### config.mk
export PLATFORM = sky130hd
export DESIGN_NAME = tctx_ring_matcher
export DESIGN_NICKNAME = d
export VERILOG_FILES = /design/src/rtl/tctx_ring_pkg.sv /design/src/rtl/tctx_hw_cam_line.sv /design/src/rtl/tctx_word_cmp.sv /design/src/rtl/tctx_ring_select.sv /design/src/rtl/tctx_ring_matcher.sv
export SDC_FILE = /design/constraint.sdc
export NUM_CORES = 1
export LEC_CHECK = 0
export CORE_AREA = 2 2 76 78
export CTS_BUF_LIST = sky130_fd_sc_hd__clkbuf_4 sky130_fd_sc_hd__clkbuf_8 sky130_fd_sc_hd__clkbuf_16
export CTS_CLUSTER_DIAMETER = 100
export DETAILED_ROUTE_END_ITERATION = 10
export DIE_AREA = 0 0 78 80
export DONT_BUFFER_PORTS = 1
export PLACE_DENSITY_LB_ADDON = 0.05
export RECOVER_POWER = 25
export SYNTH_ARGS = -nofsm -noshare
export SYNTH_HDL_FRONTEND = slang
export SYNTH_HIERARCHICAL = 1
export SYNTH_SLANG_ARGS = --single-unit
### constraint.sdc
create_clock -name clk -period 4 [get_ports clk]
set_input_delay 0.4 -clock clk [delete_from_list [all_inputs] [get_ports clk]]
set_output_delay 0.4 -clock clk [all_outputs]
set_load 0.02 [all_outputs]
### src/rtl/tctx_ring_pkg.sv
// Package: shared ring codes and default field geometry for the matcher.
// Assumes a 32-bit context word with the valid flag in the top bit.
package tctx_ring_pkg;

    typedef enum logic [1:0] {
        RING_USER = 2'd0,
        RING_OS   = 2'd1,
        RING_POOL = 2'd2,
        RING_PHYS = 2'd3
    } ring_code_e;

    localparam int WORD_BITS  = 32;
    localparam int VALID_FLAG = 31;

endpackage

### src/rtl/tctx_hw_cam_line.sv
// Module: builds the physical ring's hardware CAM line from the chip block
// id and thread id. A marker bit sits just above the thread-id field, whose
// width is selected by tid_wide. Assumes IDX_W > TID_W.
module tctx_hw_cam_line #(
    parameter int BLK_W = 4,
    parameter int IDX_W = 20,
    parameter int TID_W = 8
) (
    input  logic [BLK_W-1:0]       chip_blk,
    input  logic [TID_W-1:0]       thread_id,
    input  logic                   tid_wide,
    output logic [BLK_W+IDX_W-1:0] cam_line
);
    localparam int NARROW_W = TID_W - 1;

    logic [IDX_W-1:0] idx_wide;
    logic [IDX_W-1:0] idx_narrow;

    // Index part for full-width thread ids: marker at bit TID_W.
    always_comb begin
        idx_wide            = '0;
        idx_wide[TID_W-1:0] = thread_id;
        idx_wide[TID_W]     = 1'b1;
    end

    // Index part for narrow thread ids: top id bit dropped, marker one lower.
    always_comb begin
        idx_narrow               = '0;
        idx_narrow[NARROW_W-1:0] = thread_id[NARROW_W-1:0];
        idx_narrow[NARROW_W]     = 1'b1;
    end

    // Block id in the upper bits, selected index part below.
    assign cam_line = {chip_blk, (tid_wide ? idx_wide : idx_narrow)};

endmodule

### src/rtl/tctx_word_cmp.sv
// Module: checks one ring context word. It hits when the valid flag is set
// and the right-aligned field equals the reference. Assumes FIELD_W is
// less than VALID_POS.
module tctx_word_cmp #(
    parameter int WORD_W    = 32,
    parameter int FIELD_W   = 24,
    parameter int VALID_POS = 31
) (
    input  logic [WORD_W-1:0]  word,
    input  logic [FIELD_W-1:0] ref_val,
    output logic               hit
);
    // Valid flag and field equality together.
    assign hit = word[VALID_POS] && (word[FIELD_W-1:0] == ref_val);

endmodule

### src/rtl/tctx_ring_select.sv
// Module: turns the per-ring hit flags into one result. Format 0 uses a
// fixed priority (physical, pool, OS) unless the group flag is set. Format 1
// only considers the combined OS-and-user hit.
module tctx_ring_select
    import tctx_ring_pkg::*;
(
    input  logic       fmt,
    input  logic       ign,
    input  logic       phys_hit,
    input  logic       pool_hit,
    input  logic       os_hit,
    input  logic       user_hit,
    output logic       any_hit,
    output ring_code_e code
);
    // Priority resolution per format; a miss reports the user code 0.
    always_comb begin
        any_hit = 1'b0;
        code    = RING_USER;
        if (fmt) begin
            if (os_hit && user_hit) begin
                any_hit = 1'b1;
                code    = RING_USER;
            end
        end else if (!ign) begin
            if (phys_hit) begin
                any_hit = 1'b1;
                code    = RING_PHYS;
            end else if (pool_hit) begin
                any_hit = 1'b1;
                code    = RING_POOL;
            end else if (os_hit) begin
                any_hit = 1'b1;
                code    = RING_OS;
            end
        end
    end

endmodule

### src/rtl/tctx_ring_matcher.sv
// Module: top of the thread-context ring matcher. It forms the target CAM
// value, compares it against the four ring words, resolves priority and
// registers the result. Synchronous active-low reset. Inputs are assumed
// stable around the rising edge.
module tctx_ring_matcher
    import tctx_ring_pkg::*;
#(
    parameter int BLK_W = 4,
    parameter int IDX_W = 20,
    parameter int TID_W = 8,
    parameter int LS_W  = 24
) (
    input  logic                 clk,
    input  logic                 rst_n,
    input  logic [BLK_W-1:0]     tgt_blk,
    input  logic [IDX_W-1:0]     tgt_idx,
    input  logic                 fmt,
    input  logic                 ign,
    input  logic [LS_W-1:0]      ls_num,
    input  logic [WORD_BITS-1:0] phys_w2,
    input  logic [WORD_BITS-1:0] pool_w2,
    input  logic [WORD_BITS-1:0] os_w2,
    input  logic [WORD_BITS-1:0] user_w2,
    input  logic [BLK_W-1:0]     chip_blk,
    input  logic [TID_W-1:0]     thread_id,
    input  logic                 tid_8b,
    output logic                 hit,
    output logic [1:0]           ring
);
    localparam int CAM_W = BLK_W + IDX_W;
    localparam int N_CAM = 2;

    logic [CAM_W-1:0]     tgt_cam;
    logic [CAM_W-1:0]     hw_line;
    logic                 phys_hit;
    logic                 user_hit;
    logic [WORD_BITS-1:0] cam_word [N_CAM];
    logic [N_CAM-1:0]     cam_hit;
    logic                 sel_hit;
    ring_code_e           sel_code;

    // Target CAM value: block in the upper bits, index below.
    assign tgt_cam = {tgt_blk, tgt_idx};

    tctx_hw_cam_line #(.BLK_W(BLK_W), .IDX_W(IDX_W), .TID_W(TID_W)) u_hw_line (
        .chip_blk (chip_blk),
        .thread_id(thread_id),
        .tid_wide (tid_8b),
        .cam_line (hw_line)
    );

    // Physical ring: valid flag plus the generated hardware line.
    assign phys_hit = phys_w2[VALID_FLAG] && (tgt_cam == hw_line);

    // Pool (slot 0) and OS (slot 1) words share one comparator shape.
    assign cam_word[0] = pool_w2;
    assign cam_word[1] = os_w2;

    for (genvar g = 0; g < N_CAM; g++) begin : g_cam_cmp
        tctx_word_cmp #(.WORD_W(WORD_BITS), .FIELD_W(CAM_W), .VALID_POS(VALID_FLAG)) u_cmp (
            .word   (cam_word[g]),
            .ref_val(tgt_cam),
            .hit    (cam_hit[g])
        );
    end

    tctx_word_cmp #(.WORD_W(WORD_BITS), .FIELD_W(LS_W), .VALID_POS(VALID_FLAG)) u_user_cmp (
        .word   (user_w2),
        .ref_val(ls_num),
        .hit    (user_hit)
    );

    tctx_ring_select u_select (
        .fmt     (fmt),
        .ign     (ign),
        .phys_hit(phys_hit),
        .pool_hit(cam_hit[0]),
        .os_hit  (cam_hit[1]),
        .user_hit(user_hit),
        .any_hit (sel_hit),
        .code    (sel_code)
    );

    // Output register holding the resolved match.
    always_ff @(posedge clk) begin
        if (!rst_n) begin
            hit  <= 1'b0;
            ring <= 2'd0;
        end else begin
            hit  <= sel_hit;
            ring <= sel_code;
        end
    end

    // a group request in format 0 never produces a hit.
    a_r3_ignore_misses: assert property (@(posedge clk) disable iff (!rst_n)
        (!fmt && ign) |=> !hit);

    // format 1 cannot hit unless the OS context is valid.
    a_r9_user_needs_os: assert property (@(posedge clk) disable iff (!rst_n)
        (fmt && !os_w2[VALID_FLAG]) |=> !hit);

    // format 1 can only report the user ring.
    a_r9_user_code_only: assert property (@(posedge clk) disable iff (!rst_n)
        fmt |=> (!hit || ring == 2'd0));

    // a miss always carries ring code 0.
    a_r10_miss_code: assert property (@(posedge clk) disable iff (!rst_n)
        !hit |-> ring == 2'd0);

    // with every format 0 valid flag clear, nothing can hit.
    a_r6_no_valid_no_hit: assert property (@(posedge clk) disable iff (!rst_n)
        (!fmt && !phys_w2[VALID_FLAG] && !pool_w2[VALID_FLAG] && !os_w2[VALID_FLAG]) |=> !hit);

    // the first edge out of reset shows the cleared outputs.
    a_r1_reset_clear: assert property (@(posedge clk)
        !$past(rst_n) |-> (!hit && ring == 2'd0));

endmodule

# Word level (Yosys, flattened, before mapping)
# Index checks and enable logic that the tools add are counted.
[op_classes]
eq_ne = 4
bitwise = 1
muxes = 10
n_reduce_logical = 6
[ops]
columns = ["cell", "count"]
rows = [
  ["== test 24 bit", 4],
  ["2-to-1 mux 9 bit", 1],
  ["2-to-1 mux 1 bit", 7],
  ["logical AND 1 bit", 5],
  ["2-to-1 mux 2 bit", 2],
  ["OR reduction 3 bit", 1],
  ["NOT 1 bit", 1],
]
[word_totals]
output_inout_bits = 3
inputBits = 193
register_bits = 3

# Longest topological paths before layout
# Gate-level depths: netlist of run 1.
[depth]
depth_word = 7
mapped_depth = 8
depth_no_buf = 7

# Cells and area by module
# The synthesis of run 1 kept the hierarchy.
[by_module_without_submodules]
columns = ["mod", "area_per_inst_um2", "seq_area_each_um2", "cells_each", "instances"]
rows = [
  ["tctx_word_cmp", 269.0, 0.0, 33, 3],
  ["tctx_ring_matcher", 347.8, 60.1, 39, 1],
  ["tctx_hw_cam_line", 182.7, 0.0, 25, 1],
  ["tctx_ring_select", 41.3, 0.0, 6, 1],
]

# Worst setup path after synthesis of run 1
# No wires, ideal clock.
[synth_timing]
path_type = "input port to flip-flop"
start = "input port thread_id[2]"
end = "register hit"
required_ns = 3.885
path_slack_ns = 2.352
cell_stages = 8
t_arrival_ns = 1.533
setup_ns = 0.115
path_buffers = 1
cell_sequence = "buf_4 xor2_1 nor4_1 nand3_1 nor4_2 or3_1 a32o_1 and2_1"
[synth_between]
elab_chain_len = 6
[synth_rtl]
columns = ["element", "line_no", "rtl"]
rows = [
  ["from (decl)", "tctx_ring_matcher.sv:25", "input logic [TID_W-1:0] thread_id,"],
  ["2-to-1 mux 9 bit", "tctx_hw_cam_line.sv:34", "assign cam_line = {chip_blk, (tid_wide ? idx_wide : idx_narrow)};"],
  ["== test 24 bit", "tctx_ring_matcher.sv:53", "assign phys_hit = phys_w2[VALID_FLAG] && (tgt_cam == hw_line);"],
  ["logical AND 1 bit", "tctx_ring_matcher.sv:53", ""],
  ["via phys_hit", "tctx_ring_matcher.sv:35", "logic phys_hit;"],
  ["2-to-1 mux 1 bit", "tctx_ring_select.sv:26", "if (phys_hit) begin"],
  ["2-to-1 mux 1 bit", "tctx_ring_select.sv:25", "end else if (!ign) begin"],
  ["2-to-1 mux 1 bit", "tctx_ring_select.sv:20", "if (fmt) begin"],
  ["via sel_hit", "tctx_ring_matcher.sv:39", "logic sel_hit;"],
  ["to (signal assigned)", "tctx_ring_matcher.sv:90", "hit <= sel_hit;"],
  ["to (decl)", "tctx_ring_matcher.sv:27", "output logic hit,"],
]
# The timed path passes the listed nets, and every way through them passes these cells.
# A chain may end at the register's enable or synchronous reset.

# Final worst setup path of run 1
[layout_timing]
start = "input port tgt_idx[13]"
end = "register ring[0]"
[layout_between]
elab_chain_len = 5
[layout_rtl]
columns = ["element", "line_no", "rtl"]
rows = [
  ["from (decl)", "tctx_ring_matcher.sv:16", "input logic [IDX_W-1:0] tgt_idx,"],
  ["== test 24 bit", "tctx_word_cmp.sv:14", "assign hit = word[VALID_POS] && (word[FIELD_W-1:0] == ref_val);"],
  ["logical AND 1 bit", "tctx_word_cmp.sv:14", ""],
  ["via cam_hit[1]", "tctx_ring_matcher.sv:38", "logic [N_CAM-1:0] cam_hit;"],
  ["2-to-1 mux 1 bit", "tctx_ring_select.sv:32", "end else if (os_hit) begin"],
  ["2-to-1 mux 2 bit", "tctx_ring_select.sv:29", "end else if (pool_hit) begin"],
  ["2-to-1 mux 2 bit", "tctx_ring_select.sv:26", ""],
  ["to (signal assigned)", "tctx_ring_matcher.sv:91", "ring <= sel_code;"],
  ["to (decl)", "tctx_ring_matcher.sv:28", "output logic [1:0] ring"],
]
# The timed path passes the listed nets, and every way through them passes these cells.

==> flow_summary_export.csv, run 1 <==
group,metric,value,unit
placed_design,globalplace.congestion,0.789,
grt,grtUsageMet2,0.242,
finish,layout_common_cells,"60 x xor2_1, 36 x xnor2_1, 12 x nor4_1",
pwr,power_density,159,nW/µm²
grt,grt_max_degree,4,
grt,gr-usage-met1,0.141,
routing,drt-total-wl,4.13,mm
placed_design,portBuffers,0,
clocking,htreeDepth,1,
worst_hold_path,hp-class,"input port to flop",
routing,wl_per_cell,17.8,µm
timing,hold_viol,0,
synthesis,syn_avg_cell_area,8.16,µm²
worst_setup_path,cp-end-kind,"flop",
synthesis,synthesis.area,1380,µm²
clocking,post_cts_buffers,0,
timing,fmax,0.548,GHz
finish,stdcell_count,232,
routing,vias_per_cell,4.69,
worst_setup_path,worstPathRequired,4160,ps
clocking,numCtsBuffers,3,
routing,postRouteAntennaNets,0,
worst_setup_path,cpPeakStageDelay,510,ps
finish,n_antenna_cell,0,
floorplanning,initial_utilization,0.255,
floorplanning,rows,27,
grt,grt_util_all_layers,0.127,
pwr,leakagePower,0.463,nW
worst_setup_path,path_buf_inv,0,
timing,fin_crit_sh,0.456,
clocking,clk_path_buf_depth,2,
finish,n_fill_cell,616,
timing,rsz0062_at_grt,"false",
run_status,outcome,"finished clean",
floorplanning,pin_count,196,
worst_setup_path,cp-startpoint,"tgt_idx[13]",
timing,worst_pin_slew,544,ps
routing,drc_errors,0,
grt,overflow,0,
placed_design,dpl.cell_count,228,
clocking,numClockSinks,3,
clocking,cts_tree,"yes",
timing,fin_crit,1830,ps
clocking,clkTransAtPathRegs,30,ps
routing,num_vias,1088,
synthesis,ys_seq_area_frac,0.0436,
clocking,cts_root_buf,"clkbuf_8",
finish,final_nets,354,
finish,area.growth.synth_to_final,0.273,%
run,maxCapViolCount,0,
floorplanning,die_area,6240,µm²
worst_setup_path,path_cells,"xor2_1 -> nor4_1 -> nand3_1 -> nor4_2 -> nor2b_1 -> o21a_1 -> and2_1",
worst_setup_path,cp_max_fo,3,
timing,setup_violations,0,
synthesis,yosys_register_bits,3,
timing,maxSlewHeadroom,0.634,
synthesis,synthDistinctLibCells,17,
floorplanning,core_area,5410,µm²
finish,drive_above_1_share,0.0500,
clocking,ctsResizeCount,0,
grt,grt_pass1_wl,5.98,mm
routing,first_pass_iters,4,
timing,final_max_slew_viol_count,0,
pwr,irDropWorstVdd,105,µV
grt,grt.met3_usage,0.0317,
timing,fin_tns_setup,0,ps
pwr,totalPowerFinal,0.220,mW
floorplanning,dieHeight,80,µm
synthesis,synthCells,169,
worst_setup_path,crit_type,"input port to flop",
routing,dr.first_iter.drc_count,15,
synthesis,ys_warn_count,6,
clocking,cts_hold_buf,0,
placed_design,dp.final_hpwl,3.97,mm
grt,grt.busiest_layer,"met2",
worst_setup_path,cpLargestDelayFamily,"simple AND/OR/NAND/NOR gates",
floorplanning,die_x,78,µm
worst_setup_path,crit_path_end,"ring[0]$_SDFF_PN0_",
grt,grt_antenna_before_repair,0,
grt,grt_pass1_vias,1208,
finish,mostFrequentLayoutCell,"xor2_1",
worst_setup_path,slowest_stage,"nor4_1",
worst_setup_path,cp-start-kind,"input port",
worst_setup_path,cp.depth,7,
worst_setup_path,crit_arrival,1980,ps
-- state kept, by name (all words and copies together), names as in the netlist --
signal / flops
ring: 2
hit: 1
-- Yosys cell counts (all sizes together) --
library cell / n / area [µm²]
o21a: 2 / 15.0
and2: 3 / 18.8
or3: 1 / 6.26
buf: 23 / 173
xnor2: 36 / 315
nand3: 8 / 40.0
xor2: 60 / 526
dfxtp: 3 / 60.1
nand2b: 1 / 6.26
conb: 1 / 3.75
nor2: 1 / 3.75
nand4: 8 / 50.1
a32o: 1 / 10.0
nor4: 16 / 125
nor3: 4 / 20.0
nor2b: 1 / 6.26
-- cell type report --
| class | count | area, µm² | area share |
|---|---|---|---|
| well taps | 72 | 90.1 | 0.0652 |
| clock buffers | 4 | 48.8 | 0.0353 |
| multi-input cells | 153 | 1180 | 0.856 |
| flip-flops and latches | 3 | 60.1 | 0.0434 |
-- layer usage --
| layer | routed length [µm] | up-vias |
|---|---|---|
| met4 | 33 | 0 |
| met5 | 0 | - |
| li1 | - | 519 |
| met2 | 2140 | 91 |
| met3 | 451 | 4 |
| met1 | 1510 | 474 |
-- logic make-up after synthesis --
family,count (synthesis),share of synthesized area
other cells,1,0.00272
xor+xnor,96,0.610
flops,3,0.0436
simple gates,43,0.201
compound gates,3,0.0181
buf+inv,23,0.125
-- how the worst min path moves through the flow --
stage | slack [ps] | cells past startpoint | start | end
2_1_floorplan | 520 | 1 | rst_n | hit$_SDFF_PN0_
3_3_place_gp | 530 | 1 | rst_n | hit$_SDFF_PN0_
3_5_place_dp | 530 | 1 | rst_n | hit$_SDFF_PN0_
4_1_cts | 300 | 1 | rst_n | hit$_SDFF_PN0_
5_1_grt | 310 | 1 | rst_n | ring[0]$_SDFF_PN0_
6_report | 310 | 1 | rst_n | hit$_SDFF_PN0_
-- power breakdown --
group,switching (mW),internal (mW)
registers,0.00000000226,0.0301
clock network,0.0199,0.0747
logic,0.0385,0.0564
total,0.0584,0.161
-- metrics by stage --
step           hold WS [ps]  utilization  area, µm²  setup slack, ps
2_1_floorplan           522            -       1420             2350
3_3_place_gp            531        0.247       1330             1860
3_5_place_dp            527        0.247       1330             1850
4_1_cts                 303        0.256       1380             2070
5_1_grt                 312        0.256       1380             1910
6_report                307        0.256       1380             2170
Note: power is estimated with default switching activity, not from simulation.
==> run 2: changes to the inputs <==
--- a/config.mk
+++ b/config.mk
@@ -5,11 +5,12 @@
 export SDC_FILE = /design/constraint.sdc
 export NUM_CORES = 1
 export LEC_CHECK = 0
-export CORE_AREA = 2 2 76 78
+export ABC_AREA = 1
+export CORE_AREA = 2 2 78 80
 export CTS_BUF_LIST = sky130_fd_sc_hd__clkbuf_4 sky130_fd_sc_hd__clkbuf_8 sky130_fd_sc_hd__clkbuf_16
 export CTS_CLUSTER_DIAMETER = 100
 export DETAILED_ROUTE_END_ITERATION = 10
-export DIE_AREA = 0 0 78 80
+export DIE_AREA = 0 0 80 82
 export DONT_BUFFER_PORTS = 1
 export PLACE_DENSITY_LB_ADDON = 0.05
 export RECOVER_POWER = 25
==> constraint.sdc (replaced) <==
create_clock -name clk -period 1.85 [get_ports clk]
set_input_delay 0.185 -clock clk [delete_from_list [all_inputs] [get_ports clk]]
set_output_delay 0.185 -clock clk [all_outputs]
set_load 0.02 [all_outputs]
==> run 2 against run 1 <==
Against the previous run: setup slack worse by 1400 ps; non-clock buffer count did not move; clock-buffer cell count did not move; combinational power grew to 3.2 times the previous value; global-route usage is 3.4 points higher; critical endpoint is now hit$_SDFF_PN0_.
==> flow_summary_export.csv, run 2 <==
group,metric,value,unit
timing,fin_crit,1040,ps
worst_setup_path,cp-end-kind,"flop",
routing,wl_per_cell,9.16,µm
timing,fmax,0.960,GHz
timing,rsz0062_at_grt,"false",
clocking,cts_tree,"yes",
synthesis,syn_avg_cell_area,4.26,µm²
synthesis,synthDistinctLibCells,13,
routing,dr.first_iter.drc_count,59,
placed_design,globalplace.congestion,0.848,
finish,drive_above_1_share,0.0154,
pwr,irDropWorstVdd,240,µV
worst_setup_path,crit_arrival,1210,ps
clocking,clk_path_buf_depth,2,
grt,grt_util_all_layers,0.161,
routing,num_vias,2412,
routing,drt-total-wl,5.43,mm
clocking,htreeDepth,1,
finish,final_area,2250,µm²
finish,n_fill_cell,678,
clocking,clkTransAtPathRegs,30,ps
routing,postRouteAntennaNets,0,
finish,largest_reg_flops,2,
timing,fin_crit_sh,0.563,
floorplanning,core_area,5750,µm²
run_status,outcome,"finished clean",
synthesis,ys_top_cells_by_count,"240 x nand2_1, 155 x inv_1, 67 x nor2_1",
timing,setup_violations,0,
floorplanning,initial_utilization,0.390,
clocking,cts_hold_buf,0,
finish,layout_common_cells,"240 x nand2_1, 155 x inv_1, 67 x nor2_1",
clocking,cts_root_buf,"clkbuf_8",
synthesis,synthesis.area,2240,µm²
grt,overflow,0,
synthesis,ys_warn_count,6,
timing,fin_tns_setup,0,ps
grt,grt_pass1_wl,8.44,mm
worst_setup_path,worstPathRequired,2020,ps
worst_setup_path,crit_type,"input port to flop",
worst_hold_path,hold_depth,2,
synthesis,synth_top_area_cell,"nand2_1",
finish,final_nets,712,
worst_hold_path,hold_end,"hit$_SDFF_PN0_",
synthesis,synth-edff-count,0,
grt,grt_pass1_vias,2111,
floorplanning,die_area,6560,µm²
worst_hold_path,hp-class,"input port to flop",
synthesis,yosys_register_bits,3,
floorplanning,pin_count,196,
placed_design,dp.final_hpwl,5.01,mm
finish,n_antenna_cell,0,
synthesis,synth_top_cell_area_share,0.402,
synthesis,synthCells,527,
routing,drc_errors,0,
clocking,ctsResizeCount,0,
routing,first_pass_iters,5,
floorplanning,rows,28,
floorplanning,die_x,80,µm
floorplanning,dieHeight,82,µm
worst_setup_path,cp-start-kind,"input port",
synthesis,synthTopCellsByArea,"nand2_1 40%, inv_1 26%, nor2_1 11%",
run,maxCapViolCount,0,
clocking,numCtsBuffers,3,
pwr,leakagePower,1.71,nW
grt,grt_antenna_before_repair,0,
worst_hold_path,hp-start,"rst_n",
clocking,post_cts_buffers,0,
finish,regMostFlops,"ring",
synthesis,ys.flop_type,"dfxtp_1",
finish,area.growth.synth_to_final,0.335,%
synthesis,ys_seq_area_frac,0.0268,
finish,reg.largest.list,"ring x2, hit x1",
placed_design,portBuffers,0,
timing,final_max_slew_viol_count,0,
synthesis,synth_most_common_cell,"nand2_1",
clocking,numClockSinks,3,
pwr,power_density,256,nW/µm²
timing,hold_viol,0,
placed_design,dpl_cell_area,2200,µm²
finish,mostFrequentLayoutCell,"nand2_1",
routing,vias_per_cell,4.07,
worst_setup_path,cp_max_fo,3,
synthesis,async_flop_share,0,
grt,grt_max_degree,7,
run 2: worst max path at each step:
stage | startpoint | end | slack, ps | cells after the start
global placement | thread_id[7] | hit$_SDFF_PN0_ | 600 | 16
floorplan | chip_blk[0] | hit$_SDFF_PN0_ | 760 | 14
global route | thread_id[7] | hit$_SDFF_PN0_ | 610 | 16
detailed placement | thread_id[7] | hit$_SDFF_PN0_ | 600 | 16
CTS | thread_id[7] | hit$_SDFF_PN0_ | 820 | 16
finish | thread_id[7] | hit$_SDFF_PN0_ | 810 | 16
run 2: cell type report:
cell class | count | area, µm² | area share
tap | 75 | 93.8 | 0.0417
sequential | 3 | 60.1 | 0.0267
inverter | 155 | 582 | 0.258
clock buffer | 4 | 48.8 | 0.0217
multi-input combinational | 356 | 1470 | 0.651
run 2: power breakdown:
group / switching [mW] / internal, mW / total [mW]
clock network: 0.0468 / 0.162 / 0.209
logic: 0.163 / 0.139 / 0.302
registers: 0.00000000902 / 0.0652 / 0.0652
total: 0.210 / 0.366 / 0.575
run 2: stage by stage:
| step | worst slack [ps] | power [mW] | std cells | util | hold WS (ps) |
|---|---|---|---|---|---|
| after global placement | 599 | 0.366 | 589 | 0.383 | 288 |
| after floorplan | 758 | 0.365 | 537 | - | 278 |
| after global routing | 611 | 0.654 | 593 | 0.392 | 60.8 |
| final | 808 | 0.575 | 593 | 0.392 | 60.2 |
| after detailed placement | 598 | 0.370 | 589 | 0.383 | 287 |
| after CTS | 818 | 0.583 | 593 | 0.392 | 62.6 |
run 2: layer usage:
| layer | up-vias | part of all wire | track usage |
|---|---|---|---|
| li1 | 1395 | - | - |
| met1 | 913 | 0.42 | 0.187 |
| met2 | 102 | 0.45 | 0.298 |
| met3 | 2 | 0.12 | 0.0549 |
| met4 | 0 | 0.0044 | 0.0102 |
| met5 | - | 0 | 0 |
run 2: cells by family after synthesis:
kind of cell	share of synthesized area
buffers and inverters	0.336
XOR/XNOR	0.0703
flip-flops	0.0268
other	0.00167
AND/OR/NAND/NOR	0.538
AO/OA/AOI/OAI	0.0268
run 2: worst max-delay path, stage by stage:
cell and delay, ps:
inv_1 20, nand2_1 60, inv_1 40, nand2_1 70, nand2_1 60, nor2_1 80, nand2_1 60, nor2_1 110
nand2_1 90, nor2_2 100, inv_1 70, nand2_1 70, nand3_1 60, nand2_1 60, nand2_1 50, inv_1 40
==> run 3: changes to the inputs <==
==> constraint.sdc (replaced) <==
create_clock -name clk -period 1.1 [get_ports clk]
set_input_delay 0.11 -clock clk [delete_from_list [all_inputs] [get_ports clk]]
set_output_delay 0.11 -clock clk [all_outputs]
set_load 0.02 [all_outputs]
==> run 3 against run 2 <==
Against the previous run: global-route usage decreased by 0.092 points; sequential power is 69% higher; flip-flop and latch count did not move; combinational power increased by 72%; non-clock buffer count increased by 1; setup slack got worse by 650 ps; clock-buffer cell count stayed put; critical path type unchanged.
==> flow_summary_export.csv, run 3 (same netlist as run 2, synthesis figures left out) <==
group,metric,value,unit
grt,gr-usage-met1,0.173,
routing,wl_per_cell,9.19,µm
finish,n_antenna_cell,0,
worst_setup_path,worstPathRequired,1260,ps
worst_hold_path,hold_depth,4,
timing,setup_ws,159,ps
worst_setup_path,cp-end-kind,"flop",
clocking,cts_tree,"yes",
placed_design,dp.final_hpwl,4.97,mm
routing,drc_errors,0,
clocking,numCtsBuffers,3,
worst_setup_path,cp-start-kind,"input port",
routing,first_pass_iters,5,
finish,regArea,60.1,µm²
grt,grt_pass1_wl,8.36,mm
finish,layout_common_cells,"237 x nand2_1, 152 x inv_1, 66 x nor2_1",
timing,fin_tns_setup,0,ps
placed_design,globalplace.congestion,0.849,
clocking,htreeDepth,1,
timing,fin_crit,941,ps
finish,mostFrequentLayoutCell,"nand2_1",
floorplanning,dieHeight,82,µm
run,maxCapViolCount,0,
worst_setup_path,path_cells,"inv_8 -> nand2_4 -> nand2_1 -> nand2_1 -> nor2_1 -> nand2_1 -> nor2_1 -> nand2_1 -> nor2_2 -> inv_2 -> a21oi_1 -> nand2_1 -> inv_1",
finish,multi_input_area,1490,µm²
worst_hold_path,hold_end,"hit$_SDFF_PN0_",
timing,final_max_slew_viol_count,0,
finish,drive_above_1_share,0.0308,
placed_design,place_ws,-76.2,ps
run_status,outcome,"finished clean",
grt,grt_max_degree,7,
worst_hold_path,hp-start,"fmt",
grt,grtUsageMet2,0.304,
floorplanning,die_area,6560,µm²
grt,grt_antenna_before_repair,0,
worst_setup_path,crit_type,"input port to flop",
grt,grt_util_all_layers,0.160,
worst_setup_path,crit_arrival,1110,ps
timing,fmax,1.06,GHz
placed_design,portBuffers,0,
timing,hold_slack,106,ps
routing,postRouteAntennaNets,0,
pwr,irDropWorstVdd,410,µV
pwr,leakagePower,1.72,nW
grt,overflow,0,
timing,rsz0062_at_grt,"true",
finish,regMostFlops,"ring",
finish,area.growth.synth_to_final,2.01,%
grt,grt.met3_usage,0.0692,
routing,num_vias,2406,
routing,drt-total-wl,5.46,mm
floorplanning,die_x,80,µm
routing,vias_per_cell,4.05,
worst_hold_path,hp-class,"input port to flop",
finish,n_fill_cell,700,
grt,grt_pass1_vias,2128,
floorplanning,core_area,5750,µm²
grt,grt.busiest_layer,"met2",
finish,utilization,0.398,
floorplanning,rows,28,
clocking,numClockSinks,3,
worst_setup_path,cpPeakStageDelay,150,ps
floorplanning,initial_utilization,0.390,
clocking,clk_path_buf_depth,2,
worst_setup_path,cp_max_fo,3,
finish,largest_reg_flops,2,
worst_setup_path,path_buf_inv,3,
timing,setup_violations,0,
pwr,totalPowerFinal,0.979,mW
finish,final_nets,713,
floorplanning,pin_count,196,
routing,dr.first_iter.drc_count,55,
finish,reg.largest.list,"ring x2, hit x1",
clocking,clkTransAtPathRegs,30,ps
worst_setup_path,slowest_stage,"a21oi_1",
worst_setup_path,cpLargestDelayFamily,"simple AND/OR/NAND/NOR gates",
pwr,power_density,428,nW/µm²
clocking,cts_root_buf,"clkbuf_8",
timing,hold_viol,0,
timing,fin_crit_sh,0.855,
worst_setup_path,crit_top_cell,"nand2_1",
[run 3: final cells by class]
cell class / instances / share of cell area
multi-input cells: 356 / 0.650
inverters: 155 / 0.258
well taps: 75 / 0.0410
flip-flops and latches: 3 / 0.0262
clock buffers: 4 / 0.0213
repair buffers: 1 / 0.00437
[run 3: worst max-delay path by stage]
stage                     slack (ps)            endpoint    startpoint  cells past startpoint
after global routing             -20  ring[1]$_SDFF_PN0_  thread_id[7]                     14
after detailed placement         -80      hit$_SDFF_PN0_  thread_id[7]                     16
after CTS                        140      hit$_SDFF_PN0_  thread_id[7]                     16
after global placement           -80      hit$_SDFF_PN0_  thread_id[7]                     16
after floorplan                   80      hit$_SDFF_PN0_   chip_blk[0]                     14
final                            160  ring[0]$_SDFF_PN0_  thread_id[7]                     13
[run 3: where the power goes]
group / switching [mW] / total, mW / internal, mW
clock: 0.0788 / 0.351 / 0.272
sequential: 0.0000000152 / 0.110 / 0.110
combinational: 0.279 / 0.519 / 0.240
total: 0.358 / 0.979 / 0.621
[run 3: what timing repair did]
action | 4_1_cts | 5_1_grt
hold buffers | 1 | 0
hold endpoints to repair | 3 | 0
endpoints found under the setup margin | 0 | 2
resized for setup | 0 | 12
setup buffers | 0 | 0
[run 3: stage by stage]
step	instances	instance area, µm²
after floorplan	537	2280
after global placement	589	2200
after detailed placement	589	2200
after CTS	594	2260
after global routing	594	2290
final	594	2290
[run 3: routing by layer]
layer	vias to the layer above	share of wire
met1	908	0.41
met5	-	0
met4	0	0
li1	1397	-
met2	101	0.47
met3	0	0.12
